$ cat src/rtl/ptp_time_pkg.sv
package ptp_time_pkg;
  localparam int unsigned DATA_W = 32;
  localparam int unsigned ADDR_W = 3;

  // control word bit positions
  localparam int unsigned CB_RUN   = 0;
  localparam int unsigned CB_FINE  = 1;
  localparam int unsigned CB_LOAD  = 2;
  localparam int unsigned CB_SHIFT = 3;
  localparam int unsigned CB_ARM   = 4;
  localparam int unsigned CB_XFER  = 5;

  typedef enum logic [ADDR_W-1:0] {
    RA_CTRL    = 3'd0,
    RA_STATUS  = 3'd1,
    RA_ADDEND  = 3'd2,
    RA_OFS_SEC = 3'd3,
    RA_OFS_SUB = 3'd4,
    RA_TGT_SEC = 3'd5,
    RA_TGT_SUB = 3'd6,
    RA_SPARE   = 3'd7
  } ptp_reg_e;
endpackage

$ cat src/rtl/ptp_rate_gen.sv
module ptp_rate_gen #(
  parameter int unsigned ACC_W      = 32,
  parameter int unsigned SUB_W      = 31,
  parameter int unsigned COARSE_INC = 20
) (
  input  logic             clk_i,
  input  logic             rst_ni,
  input  logic             run_i,
  input  logic             fine_i,
  input  logic             load_i,
  input  logic [ACC_W-1:0] addend_i,
  output logic [SUB_W-1:0] step_o
);
  logic [ACC_W-1:0] active_q, acc_q, acc_d;
  logic             carry;
  logic             acc_en;

  always_comb begin
    {carry, acc_d} = {1'b0, acc_q} + {1'b0, active_q};
    acc_en         = run_i & fine_i;
    if (!run_i)      step_o = '0;
    else if (fine_i) step_o = SUB_W'(carry);
    else             step_o = SUB_W'(COARSE_INC);
  end

  always_ff @(posedge clk_i or negedge rst_ni) begin
    if (!rst_ni) begin
      active_q <= '0;
      acc_q    <= '0;
    end else begin
      if (load_i) active_q <= addend_i;
      if (acc_en) acc_q    <= acc_d;
    end
  end
endmodule

$ cat src/rtl/ptp_time_core.sv
module ptp_time_core #(
  parameter int unsigned SEC_W = 32,
  parameter int unsigned SUB_W = 31
) (
  input  logic             clk_i,
  input  logic             rst_ni,
  input  logic [SUB_W-1:0] step_i,
  input  logic             load_i,
  input  logic             shift_i,
  input  logic             neg_i,
  input  logic [SEC_W-1:0] ofs_sec_i,
  input  logic [SUB_W-1:0] ofs_sub_i,
  output logic [SEC_W-1:0] sec_o,
  output logic [SUB_W-1:0] sub_o
);
  logic [SEC_W-1:0] sec_q, sec_d;
  logic [SUB_W-1:0] sub_q, sub_d;
  logic [SUB_W:0]   tick_sum, ofs_sum;
  logic             time_en;

  always_comb begin
    tick_sum = {1'b0, sub_q} + {1'b0, step_i};
    if (neg_i) ofs_sum = {1'b0, sub_q} - {1'b0, ofs_sub_i};
    else       ofs_sum = {1'b0, sub_q} + {1'b0, ofs_sub_i};
    sec_d = sec_q;
    sub_d = sub_q;
    if (load_i) begin
      sec_d = ofs_sec_i;
      sub_d = ofs_sub_i;
    end else if (shift_i) begin
      sub_d = ofs_sum[SUB_W-1:0];
      if (neg_i) sec_d = sec_q - ofs_sec_i - SEC_W'(ofs_sum[SUB_W]);
      else       sec_d = sec_q + ofs_sec_i + SEC_W'(ofs_sum[SUB_W]);
    end else begin
      sub_d = tick_sum[SUB_W-1:0];
      sec_d = sec_q + SEC_W'(tick_sum[SUB_W]);
    end
    time_en = load_i | shift_i | (|step_i);
  end

  always_ff @(posedge clk_i or negedge rst_ni) begin
    if (!rst_ni) begin
      sec_q <= '0;
      sub_q <= '0;
    end else if (time_en) begin
      sec_q <= sec_d;
      sub_q <= sub_d;
    end
  end

  assign sec_o = sec_q;
  assign sub_o = sub_q;
endmodule

$ cat src/rtl/ptp_target_cmp.sv
module ptp_target_cmp #(
  parameter int unsigned SEC_W = 32,
  parameter int unsigned SUB_W = 31
) (
  input  logic             clk_i,
  input  logic             rst_ni,
  input  logic [SEC_W-1:0] sec_i,
  input  logic [SUB_W-1:0] sub_i,
  input  logic [SEC_W-1:0] tgt_sec_i,
  input  logic [SUB_W-1:0] tgt_sub_i,
  input  logic             armed_i,
  input  logic             clr_i,
  output logic             fire_o,
  output logic             flag_o
);
  logic past_tgt;
  logic flag_q, flag_d, flag_en;

  always_comb begin
    past_tgt = (sec_i > tgt_sec_i) || ((sec_i == tgt_sec_i) && (sub_i > tgt_sub_i));
    fire_o   = armed_i & past_tgt;
    flag_en  = fire_o | clr_i;
    flag_d   = fire_o;
  end

  always_ff @(posedge clk_i or negedge rst_ni) begin
    if (!rst_ni)      flag_q <= 1'b0;
    else if (flag_en) flag_q <= flag_d;
  end

  assign flag_o = flag_q;
endmodule

$ cat src/rtl/ptp_time_ctrl.sv
module ptp_time_ctrl
  import ptp_time_pkg::*;
#(
  parameter int unsigned ACC_W      = 32,
  parameter int unsigned SEC_W      = 32,
  parameter int unsigned SUB_W      = 31,
  parameter int unsigned COARSE_INC = 20
) (
  input  logic              clk_i,
  input  logic              rst_ni,
  input  logic              reg_wr_i,
  input  logic [ADDR_W-1:0] reg_addr_i,
  input  logic [DATA_W-1:0] reg_wdata_i,
  output logic [DATA_W-1:0] reg_rdata_o,
  input  logic              ts_en_i,
  output logic              irq_o,
  output logic [SEC_W-1:0]  time_sec_o,
  output logic [SUB_W-1:0]  time_sub_o
);
  localparam int unsigned SIGN_BIT = DATA_W - 1;

  // reset: asserted asynchronously, released on the clock
  logic [1:0] rst_sync_q;
  logic       rst_n;

  always_ff @(posedge clk_i or negedge rst_ni) begin
    if (!rst_ni) rst_sync_q <= 2'b00;
    else         rst_sync_q <= {rst_sync_q[0], 1'b1};
  end
  assign rst_n = rst_sync_q[1];

  // write decode
  logic wr_ctrl, wr_addend, wr_ofs_sec, wr_ofs_sub, wr_tgt_sec, wr_tgt_sub, sts_clr;
  always_comb begin
    wr_ctrl    = reg_wr_i && (reg_addr_i == RA_CTRL);
    wr_addend  = reg_wr_i && (reg_addr_i == RA_ADDEND);
    wr_ofs_sec = reg_wr_i && (reg_addr_i == RA_OFS_SEC);
    wr_ofs_sub = reg_wr_i && (reg_addr_i == RA_OFS_SUB);
    wr_tgt_sec = reg_wr_i && (reg_addr_i == RA_TGT_SEC);
    wr_tgt_sub = reg_wr_i && (reg_addr_i == RA_TGT_SUB);
    sts_clr    = reg_wr_i && (reg_addr_i == RA_STATUS) && reg_wdata_i[0];
  end

  // data registers
  logic [ACC_W-1:0] addend_q;
  logic [SEC_W-1:0] ofs_sec_q, tgt_sec_q;
  logic [SUB_W-1:0] ofs_sub_q, tgt_sub_q;
  logic             ofs_neg_q;

  always_ff @(posedge clk_i or negedge rst_n) begin
    if (!rst_n) begin
      addend_q  <= '0;
      ofs_sec_q <= '0;
      ofs_sub_q <= '0;
      ofs_neg_q <= 1'b0;
      tgt_sec_q <= '0;
      tgt_sub_q <= '0;
    end else begin
      if (wr_addend)  addend_q  <= reg_wdata_i[ACC_W-1:0];
      if (wr_ofs_sec) ofs_sec_q <= reg_wdata_i[SEC_W-1:0];
      if (wr_ofs_sub) begin
        ofs_sub_q <= reg_wdata_i[SUB_W-1:0];
        ofs_neg_q <= reg_wdata_i[SIGN_BIT];
      end
      if (wr_tgt_sec) tgt_sec_q <= reg_wdata_i[SEC_W-1:0];
      if (wr_tgt_sub) tgt_sub_q <= reg_wdata_i[SUB_W-1:0];
    end
  end

  // control word: next state
  logic run_en_q, fine_q, load_q, shift_q, arm_q, xfer_q;
  logic run_en_d, fine_d, load_d, shift_d, arm_d, xfer_d;
  logic fire, cmd_busy;

  always_comb begin
    cmd_busy = load_q | shift_q;
    run_en_d = wr_ctrl ? reg_wdata_i[CB_RUN]  : run_en_q;
    fine_d   = wr_ctrl ? reg_wdata_i[CB_FINE] : fine_q;
    load_d   = wr_ctrl & reg_wdata_i[CB_LOAD] & ~cmd_busy;
    shift_d  = wr_ctrl & reg_wdata_i[CB_SHIFT] & ~reg_wdata_i[CB_LOAD] & ~cmd_busy;
    xfer_d   = wr_ctrl & reg_wdata_i[CB_XFER] & ~xfer_q;
    if (wr_ctrl)   arm_d = reg_wdata_i[CB_ARM];
    else if (fire) arm_d = 1'b0;
    else           arm_d = arm_q;
  end

  // control word: registers
  always_ff @(posedge clk_i or negedge rst_n) begin
    if (!rst_n) begin
      run_en_q <= 1'b0;
      fine_q   <= 1'b0;
      load_q   <= 1'b0;
      shift_q  <= 1'b0;
      arm_q    <= 1'b0;
      xfer_q   <= 1'b0;
    end else begin
      run_en_q <= run_en_d;
      fine_q   <= fine_d;
      load_q   <= load_d;
      shift_q  <= shift_d;
      arm_q    <= arm_d;
      xfer_q   <= xfer_d;
    end
  end

  logic             running;
  logic [SUB_W-1:0] step;
  logic             flag;

  assign running = run_en_q & ts_en_i;

  ptp_rate_gen #(
    .ACC_W(ACC_W), .SUB_W(SUB_W), .COARSE_INC(COARSE_INC)
  ) u_rate (
    .clk_i    (clk_i),
    .rst_ni   (rst_n),
    .run_i    (running),
    .fine_i   (fine_q),
    .load_i   (xfer_q),
    .addend_i (addend_q),
    .step_o   (step)
  );

  ptp_time_core #(
    .SEC_W(SEC_W), .SUB_W(SUB_W)
  ) u_core (
    .clk_i     (clk_i),
    .rst_ni    (rst_n),
    .step_i    (step),
    .load_i    (load_q),
    .shift_i   (shift_q),
    .neg_i     (ofs_neg_q),
    .ofs_sec_i (ofs_sec_q),
    .ofs_sub_i (ofs_sub_q),
    .sec_o     (time_sec_o),
    .sub_o     (time_sub_o)
  );

  ptp_target_cmp #(
    .SEC_W(SEC_W), .SUB_W(SUB_W)
  ) u_cmp (
    .clk_i     (clk_i),
    .rst_ni    (rst_n),
    .sec_i     (time_sec_o),
    .sub_i     (time_sub_o),
    .tgt_sec_i (tgt_sec_q),
    .tgt_sub_i (tgt_sub_q),
    .armed_i   (arm_q),
    .clr_i     (sts_clr),
    .fire_o    (fire),
    .flag_o    (flag)
  );

  assign irq_o = flag;

  // read mux
  always_comb begin
    reg_rdata_o = '0;
    unique case (reg_addr_i)
      RA_CTRL: begin
        reg_rdata_o[CB_RUN]   = run_en_q;
        reg_rdata_o[CB_FINE]  = fine_q;
        reg_rdata_o[CB_LOAD]  = load_q;
        reg_rdata_o[CB_SHIFT] = shift_q;
        reg_rdata_o[CB_ARM]   = arm_q;
        reg_rdata_o[CB_XFER]  = xfer_q;
      end
      RA_STATUS:  reg_rdata_o[0]          = flag;
      RA_ADDEND:  reg_rdata_o[ACC_W-1:0]  = addend_q;
      RA_OFS_SEC: reg_rdata_o[SEC_W-1:0]  = ofs_sec_q;
      RA_OFS_SUB: begin
        reg_rdata_o[SUB_W-1:0] = ofs_sub_q;
        reg_rdata_o[SIGN_BIT]  = ofs_neg_q;
      end
      RA_TGT_SEC: reg_rdata_o[SEC_W-1:0]  = tgt_sec_q;
      RA_TGT_SUB: reg_rdata_o[SUB_W-1:0]  = tgt_sub_q;
      default:    reg_rdata_o             = '0;
    endcase
  end
endmodule

$ cat config.mk
export PLATFORM = sky130hd
export DESIGN_NAME = ptp_time_ctrl
export DESIGN_NICKNAME = d
export VERILOG_FILES = /design/src/rtl/ptp_time_pkg.sv /design/src/rtl/ptp_rate_gen.sv /design/src/rtl/ptp_time_core.sv /design/src/rtl/ptp_target_cmp.sv /design/src/rtl/ptp_time_ctrl.sv
export SDC_FILE = /design/constraint.sdc
export NUM_CORES = 1
export LEC_CHECK = 0
export ABC_CLOCK_PERIOD_IN_PS = 15700
export BUFFER_PORTS_ARGS = -buffer_cell sky130_fd_sc_hd__buf_2
export CAP_MARGIN = 10
export CORE_MARGIN = 2
export CORE_UTILIZATION = 55
export CTS_BUF_LIST = sky130_fd_sc_hd__clkbuf_16
export DETAILED_ROUTE_END_ITERATION = 12
export GPL_ROUTABILITY_DRIVEN = 0
export PLACE_DENSITY = 0.85
export SETUP_SLACK_MARGIN = 0.1
export SYNTH_ARGS = -nofsm -noshare
export SYNTH_HDL_FRONTEND = slang
export SYNTH_SLANG_ARGS = --single-unit
export TNS_END_PERCENT = 10
$ cat constraint.sdc
create_clock -name clk_i -period 15.7 [get_ports clk_i]
set_clock_uncertainty 0.2 [all_clocks]
set_input_delay 0.785 -clock clk_i [delete_from_list [all_inputs] [get_ports clk_i]]
set_output_delay 0.785 -clock clk_i [all_outputs]
set_load 0.02 [all_outputs]
==> results of run 1 <==
==> worst min path at each step <==
stage / startpoint / end / slack [ps] / cells after the start
after global placement: rst_sync_q[0] / rst_sync_q[1] / 140 / 0
after global routing: rst_sync_q[0] / rst_sync_q[1] / 180 / 0
after detailed placement: rst_sync_q[0] / rst_sync_q[1] / 140 / 0
after floorplan: rst_sync_q[0] / rst_sync_q[1] / 130 / 0
final: rst_sync_q[0] / rst_sync_q[1] / 150 / 0
after CTS: rst_sync_q[0] / rst_sync_q[1] / 160 / 0
==> cells in the final DEF, fill, tap and decap left out, types with 21 or more instances in the layout <==
cell type | synthesis | layout
dfrtp_1 | 295 | 291
ha_1 | 225 | 225
mux2_2 | 217 | 217
a21oi_1 | 216 | 216
inv_1 | 201 | 209
nor2_1 | 173 | 173
nand2_1 | 166 | 165
o21ai_0 | 152 | 152
buf_2 | 2 | 134
xnor2_1 | 130 | 130
a21o_1 | 52 | 52
nor3_1 | 50 | 49
a211oi_1 | 42 | 42
xor2_1 | 40 | 40
clkbuf_16 | 0 | 35
nand3_1 | 34 | 33
a22oi_1 | 33 | 33
a221oi_1 | 33 | 33
nand4_1 | 31 | 31
nand2b_1 | 30 | 30
nor2b_1 | 29 | 27
o21bai_1 | 27 | 27
o21a_1 | 26 | 26
and3_1 | 24 | 24
buf_4 | 0 | 21
==> sequential cells by signal (all words and copies together) (netlist names), 2 cells and up <==
| signal | flops |
|---|---|
| ofs_sub_q | 31 |
| rst_sync_q | 2 |
| tgt_sub_q | 31 |
| u_core.sec_o | 32 |
| u_core.sub_o | 31 |
| tgt_sec_q | 32 |
| ofs_sec_q | 32 |
| addend_q | 32 |
| u_rate.active_q | 32 |
| u_rate.acc_q | 32 |
==> where the power goes <==
group / switching (mW) / leakage [nW] / total, mW / internal [mW]
logic: 1.74 / 7.46 / 3.01 / 1.27
registers: 0.371 / 3.57 / 1.35 / 0.981
clock network: 0.355 / 0.568 / 0.830 / 0.476
==> repair_timing <==
| item | 4_1_cts | 5_1_grt |
|---|---|---|
| gates resized for setup | 0 | 0 |
| hold buffers | 1 | 0 |
| endpoints found under the hold margin | 2 | 0 |
==> cell type report <==
type / count / area, sq um
Fill cell: 3295 / 16300
Multi-Input combinational cell: 1970 / 14700
Sequential cell: 295 / 7390
Clock buffer: 35 / 876
Timing Repair Buffer: 157 / 858
Inverter: 201 / 754
Tap cell: 539 / 674
Clock inverter: 26 / 264
Antenna cell: 1 / 2.50
==> per-stage QoR <==
stage	total power [mW]	utilization [%]
floorplan	3.46	-
global placement	4.07	58.2
detailed placement	4.23	58.2
CTS	5.09	60.9
global route	5.53	60.9
finish	5.19	61.0
==> cells by family (layout without fill, tap and decap cells) <==
family	count (synthesis)	in the layout	synth area share, %
compound gates	713	713	19.7
xor+xnor	170	170	6.41
fa+ha+maj	229	229	12.5
buf+inv	312	419	5.12
flops	295	295	31.8
mux	236	236	11.6
other cells	1	2	0.0161
simple gates	621	621	13.0
==> worst max-delay path, delay by kind of cell, from the launching register on <==
family / cells / cell delay (ps)
buf+inv: 1 / 50
simple gates: 8 / 1990
flops: 1 / 470
compound gates: 14 / 4020
fa+ha+maj: 4 / 1100
xor+xnor: 3 / 740
==> routing by layer <==
metal	share of wire (%)	global-route usage [%]
met1	36	41.9
met2	44	52.8
met3	12	8.99
met4	8.0	23.7
met5	0.047	0
==> synth_stat cells (33+ instances only) <==
library cell	n
a221oi_1	33
a21o_1	52
nand2_1	166
o21ai_0	152
inv_1	201
xor2_1	40
ha_1	225
nand3_1	34
nor2_1	173
a211oi_1	42
xnor2_1	130
clkbuf_1	87
dfrtp_1	295
a21oi_1	216
mux2_2	217
nor3_1	50
a22oi_1	33
==> run metrics, run 1 <==
run status=finished, final reports clean; global route overflow=0; syn avg cell area=9.02 sq um; Area Overhead vs Synth=9.77%; placed inst area=0.0244 sq mm; maxcap violations=0; sink count of the clock tree=295; routed length per instance=23.5 microns; CORE AREA=0.0419 sq mm; IO Port Bufs=134; first-pass GRT wire length=117000 microns; DR vias=21.8k; setup TNS=0 ps; fin. max-slew vios=0; Inserted Clock Buffers=34; ys flop type=dfrtp_1; Synth area leaders=dfrtp_1 (32%), ha_1 (12%), mux2_2 (11%), xnor2_1 (4.9%), a21oi_1 (4.7%); post-layout min period=8690 ps; reg2reg setup slack=7010 ps; dpl ws=7320 ps; Seq/Total Area, Yosys=31.8%; crit path launch type=flip-flop; Post-CTS Setup Inserts=0; antenna-violating nets left=0; EDFF count, synth=0; CTS H-Tree Depth=2; crit path to=u_core.sec_o[30]; Non-Filler Instances=3224; syn nets=2845; crit path from=ofs_sub_q[3]; clk_lat worst skew=560 ps; share of synthesized registers carrying an async set or reset=100%; area leader, netlist=dfrtp_1; Cell variety after synth=78; CP required=15920 ps; GRT Util Overall=34.1%; worst hold margin=153 ps; number of global-route vias before repair=21.5k; antenna violations before repair=5; Crit Path Category=reg2reg; largest net degree at the start of global routing=176; Ys Warns=0; Synth Instances=2577; placed instance count=3161; fmax=115 MHz; IO Count=135; total wire length=75900 microns; First DRT Iteration DRCs=2409; DR pass1 iterations=6; Yosys reg bits=295; root buf cell=clkbuf_16; Worst Setup End Kind=flip-flop; RSZ-0062 raised after global routing=no; fin crit share=55.4%; Slew HR=18.9%; Std-Cell Rows=75; pwr/cell area=204 mW/mm^2; Initial Utilization=55.5%; leakage=11.6 nW; worst endpoint data arrival time=8920 ps; reg2reg end=u_core.sec_o[30]; Worst Tran Pin Value=1220 ps; HPWL after DPL=54900 microns; critical-path maximum fanout=8; Die W=210 microns; worst-case reg-to-reg path depth=30; reg2reg start=ofs_sub_q[3]; Synth Cell Area=0.0232 sq mm; Via density=6.76; # DRC=0; Hold Fails Final Rpt=0; Worst-path clk slew=60 ps; share of layout cells above drive strength 1=17.4%; CTS tree=built; fin nets=2927; Min-Delay Path Class=reg2reg; clock tree buffer depth=3; Worst VDD drop=0.126 mV; max incr delay on CP=590 ps; CP max stage cell=or4_4; post-route setup slack=7010 ps; top cell type's share of synthesized area=31.8%; count of final setup violators=0; cell area after layout=0.0255 sq mm; Die ar.=0.0439 sq mm; Die Span Y=210 microns
Note: power is estimated with default switching activity, not from simulation.
==> run 2: changes to the inputs <==
--- a/config.mk
+++ b/config.mk
@@ -5,7 +5,8 @@
 export SDC_FILE = /design/constraint.sdc
 export NUM_CORES = 1
 export LEC_CHECK = 0
-export ABC_CLOCK_PERIOD_IN_PS = 15700
+export ABC_AREA = 1
+export ABC_CLOCK_PERIOD_IN_PS = 8100
 export BUFFER_PORTS_ARGS = -buffer_cell sky130_fd_sc_hd__buf_2
 export CAP_MARGIN = 10
 export CORE_MARGIN = 2
==> constraint.sdc (replaced) <==
create_clock -name clk_i -period 8.1 [get_ports clk_i]
set_clock_uncertainty 0.2 [all_clocks]
set_input_delay 0.405 -clock clk_i [delete_from_list [all_inputs] [get_ports clk_i]]
set_output_delay 0.405 -clock clk_i [all_outputs]
set_load 0.02 [all_outputs]
==> run metrics, run 2 <==
multiplexer share of the synthesized area=1.47% (-10 points); Post-CTS Setup Inserts=0 (unchanged); global route overflow=0 (unchanged); Synth area leaders=dfrtp_1 (31%), ha_1 (12%), nand2_1 (11%), o21ai_0 (7.6%), inv_1 (6.8%); CP required=8340 ps (-7580 ps); HPWL after DPL=58000 microns (+5.7%); leakage=13.1 nW (+13%); Inserted Diodes=0 (-1); Non-Filler Instances=3984 (+24%); fin crit share=93.6% (+38 points); Initial Utilization=55.4% (-0.13 points); Post-synth top cells=nand2_1 (708), inv_1 (430), o21ai_0 (360); fin. max-slew vios=0 (unchanged); First DRT Iteration DRCs=2892 (+20%); ys flop type=dfrtp_1; RSZ-0062 raised after global routing=no; pwr/cell area=354 mW/mm^2 (+74%); Area Overhead vs Synth=9.70% (about the same); most frequent cells in the layout=nand2_1 (703), inv_1 (435), o21ai_0 (360); clk_lat worst skew=590 ps (+30 ps); routed length per instance=19.3 microns (-18%); Slew HR=21.4% (+2.5 points); fin nets=3644 (+24%); DR pass1 iterations=9 (+3); largest net degree at the start of global routing=186 (+5.7%); area share of fa/ha/maj cells after synthesis=12.2% (-0.27 points); most frequent CP cell=nand2_1; Compound-Gate Fraction of Synth Area=20.7% (+1.0 points); final core utilization=60.8% (-0.18 points); syn avg cell area=7.25 sq um (-20%); Ys Warns=0 (unchanged); count of final setup violators=0 (unchanged); EDFF count, synth=0 (unchanged); total wire length=77000 microns (+1.5%); GRT Util Overall=34.1% (about the same); largest family of logic cells by synthesized area=simple AND/OR/NAND/NOR gates; clock tree buffer depth=3 (unchanged); # DRC=0 (unchanged); commonest non-fill, non-tap cell in the layout=nand2_1; Synth Area in XOR/XNOR=3.72% (-2.7 points); Via density=6.02 (-11%); share of synthesized registers carrying an async set or reset=100% (unchanged); Worst Setup End Kind=flip-flop; placed inst area=0.0249 sq mm (+2.2%); share of layout cells above drive strength 1=9.50% (-7.9 points); syn nets=3544 (+25%); Hold Fails Final Rpt=1 (+1); run status=finished with violations; Min-Delay Path Class=in2reg; antenna-violating nets left=0 (unchanged); Yosys reg bits=295 (unchanged); Worst Tran Pin Value=1170 ps (-41.6 ps); area leader, netlist=dfrtp_1; top cell type's share of synthesized area=31.1% (-0.69 points); cell area after layout=0.0261 sq mm (+2.2%); Crit Path Category=reg2reg; Synth Instances=3276 (+27%); most frequent cell after synthesis=nand2_1; maxcap violations=0 (unchanged); CTS H-Tree Depth=1 (-1); post-layout min period=7580 ps (-1110 ps); crit path launch type=flip-flop; Die Span Y=212 microns (+1.1%); CP max stage cell=or4_1; Inserted Clock Buffers=31 (-8.8%); area share of and/or/nand/nor cells after synthesis=22.1% (+9.1 points); sink count of the clock tree=295 (unchanged); worst endpoint data arrival time=7820 ps (-1100 ps); first-pass GRT wire length=121000 microns (+2.7%); DR vias=24.0k (+10%); Synth Cell Area=0.0238 sq mm (+2.2%); Std-Cell Rows=76 (+1.3%); setup TNS=0 ps (unchanged); failing checks=hold timing; root buf cell=clkbuf_16; Worst VDD drop=0.213 mV (+70%); reg2reg setup slack=520 ps (-6490 ps); # fillers=3763 (+14%); number of global-route vias before repair=22.3k (+4.0%); IO Count=135 (unchanged); critical-path maximum fanout=5 (-3); CORE AREA=0.0429 sq mm (+2.5%); Cell variety after synth=69 (-12%); worst hold margin=-5.51 ps (-158 ps); Die ar.=0.0449 sq mm (+2.2%); IO Port Bufs=134 (unchanged); placed instance count=3913 (+24%); Worst-path clk slew=70 ps (about the same); max incr delay on CP=480 ps (-110 ps); antenna violations before repair=0 (-5); Die W=212 microns (+1.1%); Seq/Total Area, Yosys=31.1% (-0.69 points); CTS tree=built; fmax=132 MHz (+15%)
-- run 2: cell count changes in the layout (fill, tap and decap cells not counted), sizes merged, moves of 28 or more --
cell,previous run,this run
a21o,52,6
nand2b,30,0
nand2,166,722
mux2,218,31
inv,209,446
xor2,40,73
a211oi,42,13
o21ai,152,396
nand3,34,142
a21oi,216,257
a22oi,33,5
nor2b,29,0
nor2,174,217
xnor2,130,28
-- run 2: path summary, 6_finish.rpt --
check	end	cells past startpoint	from
max	u_core.sec_o[20]	46	ofs_sub_q[0]
min	ofs_sec_q[12]	3	reg_wdata_i[12]
max reg2reg	u_core.sec_o[20]	46	ofs_sub_q[0]
min reg2reg	tgt_sec_q[5]	0	rst_sync_q[1]
max in group asynchronous	ofs_neg_q	1	rst_sync_q[1]
min in group asynchronous	tgt_sec_q[5]	0	rst_sync_q[1]
-- run 2: layout make-up --
| cell class | count | area, sq um | share of cell area (%) |
|---|---|---|---|
| Clock inverter | 25 | 228 | 0.874 |
| Multi-Input combinational cell | 2439 | 14300 | 54.9 |
| Tap cell | 585 | 732 | 2.81 |
| Inverter | 443 | 1660 | 6.38 |
| Sequential cell | 295 | 7390 | 28.3 |
| Timing Repair Buffer | 166 | 971 | 3.73 |
| Clock buffer | 31 | 776 | 2.98 |
-- run 2: per-stage QoR --
stage          worst slack (ps)  power, mW
2_1_floorplan              2080       6.16
3_3_place_gp                924       7.47
3_5_place_dp                772       7.60
4_1_cts                     657       9.07
5_1_grt                     155       9.95
6_report                    515       9.22
-- run 2: routing by layer --
layer	up-vias	global-route usage, %	share of wire (%)
met5	-	0	0
met4	0	20.8	7.2
met3	284	6.17	10
met2	1389	52.7	44
met1	11100	44.7	39
li1	11300	-	-
-- run 2: what timing repair did --
action | 4_1_cts | 5_1_grt
setup endpoints to repair | 0 | 4
hold endpoints to repair | 38 | 0
gates resized for setup | 0 | 1
hold buffers | 14 | 0
-- run 2: logic make-up (layout without fill, tap and decap cells) --
logic type | Yosys count | count (layout)
simple gates | 1216 | 1216
mux | 31 | 31
other cells | 1 | 1
compound gates | 861 | 861
buf+inv | 542 | 665
xor+xnor | 101 | 101
flops | 295 | 295
fa+ha+maj | 229 | 229
-- run 2: report_power, final --
group | leakage, nW | internal, mW | switching [mW]
registers | 3.77 | 1.87 | 0.658
clock network | 0.506 | 0.797 | 0.646
logic | 8.82 | 1.87 | 3.38
-- run 2: worst max-delay path, delay by kind of cell, from the launching register on --
kind                     cells  cell delay (ps)
AND/OR/NAND/NOR             22             2870
flip-flops                   1              410
buffers and inverters        6              440
AO/OA/AOI/OAI               12             2040
adder cells (fa/ha/maj)      5             1330
XOR/XNOR                     1              160
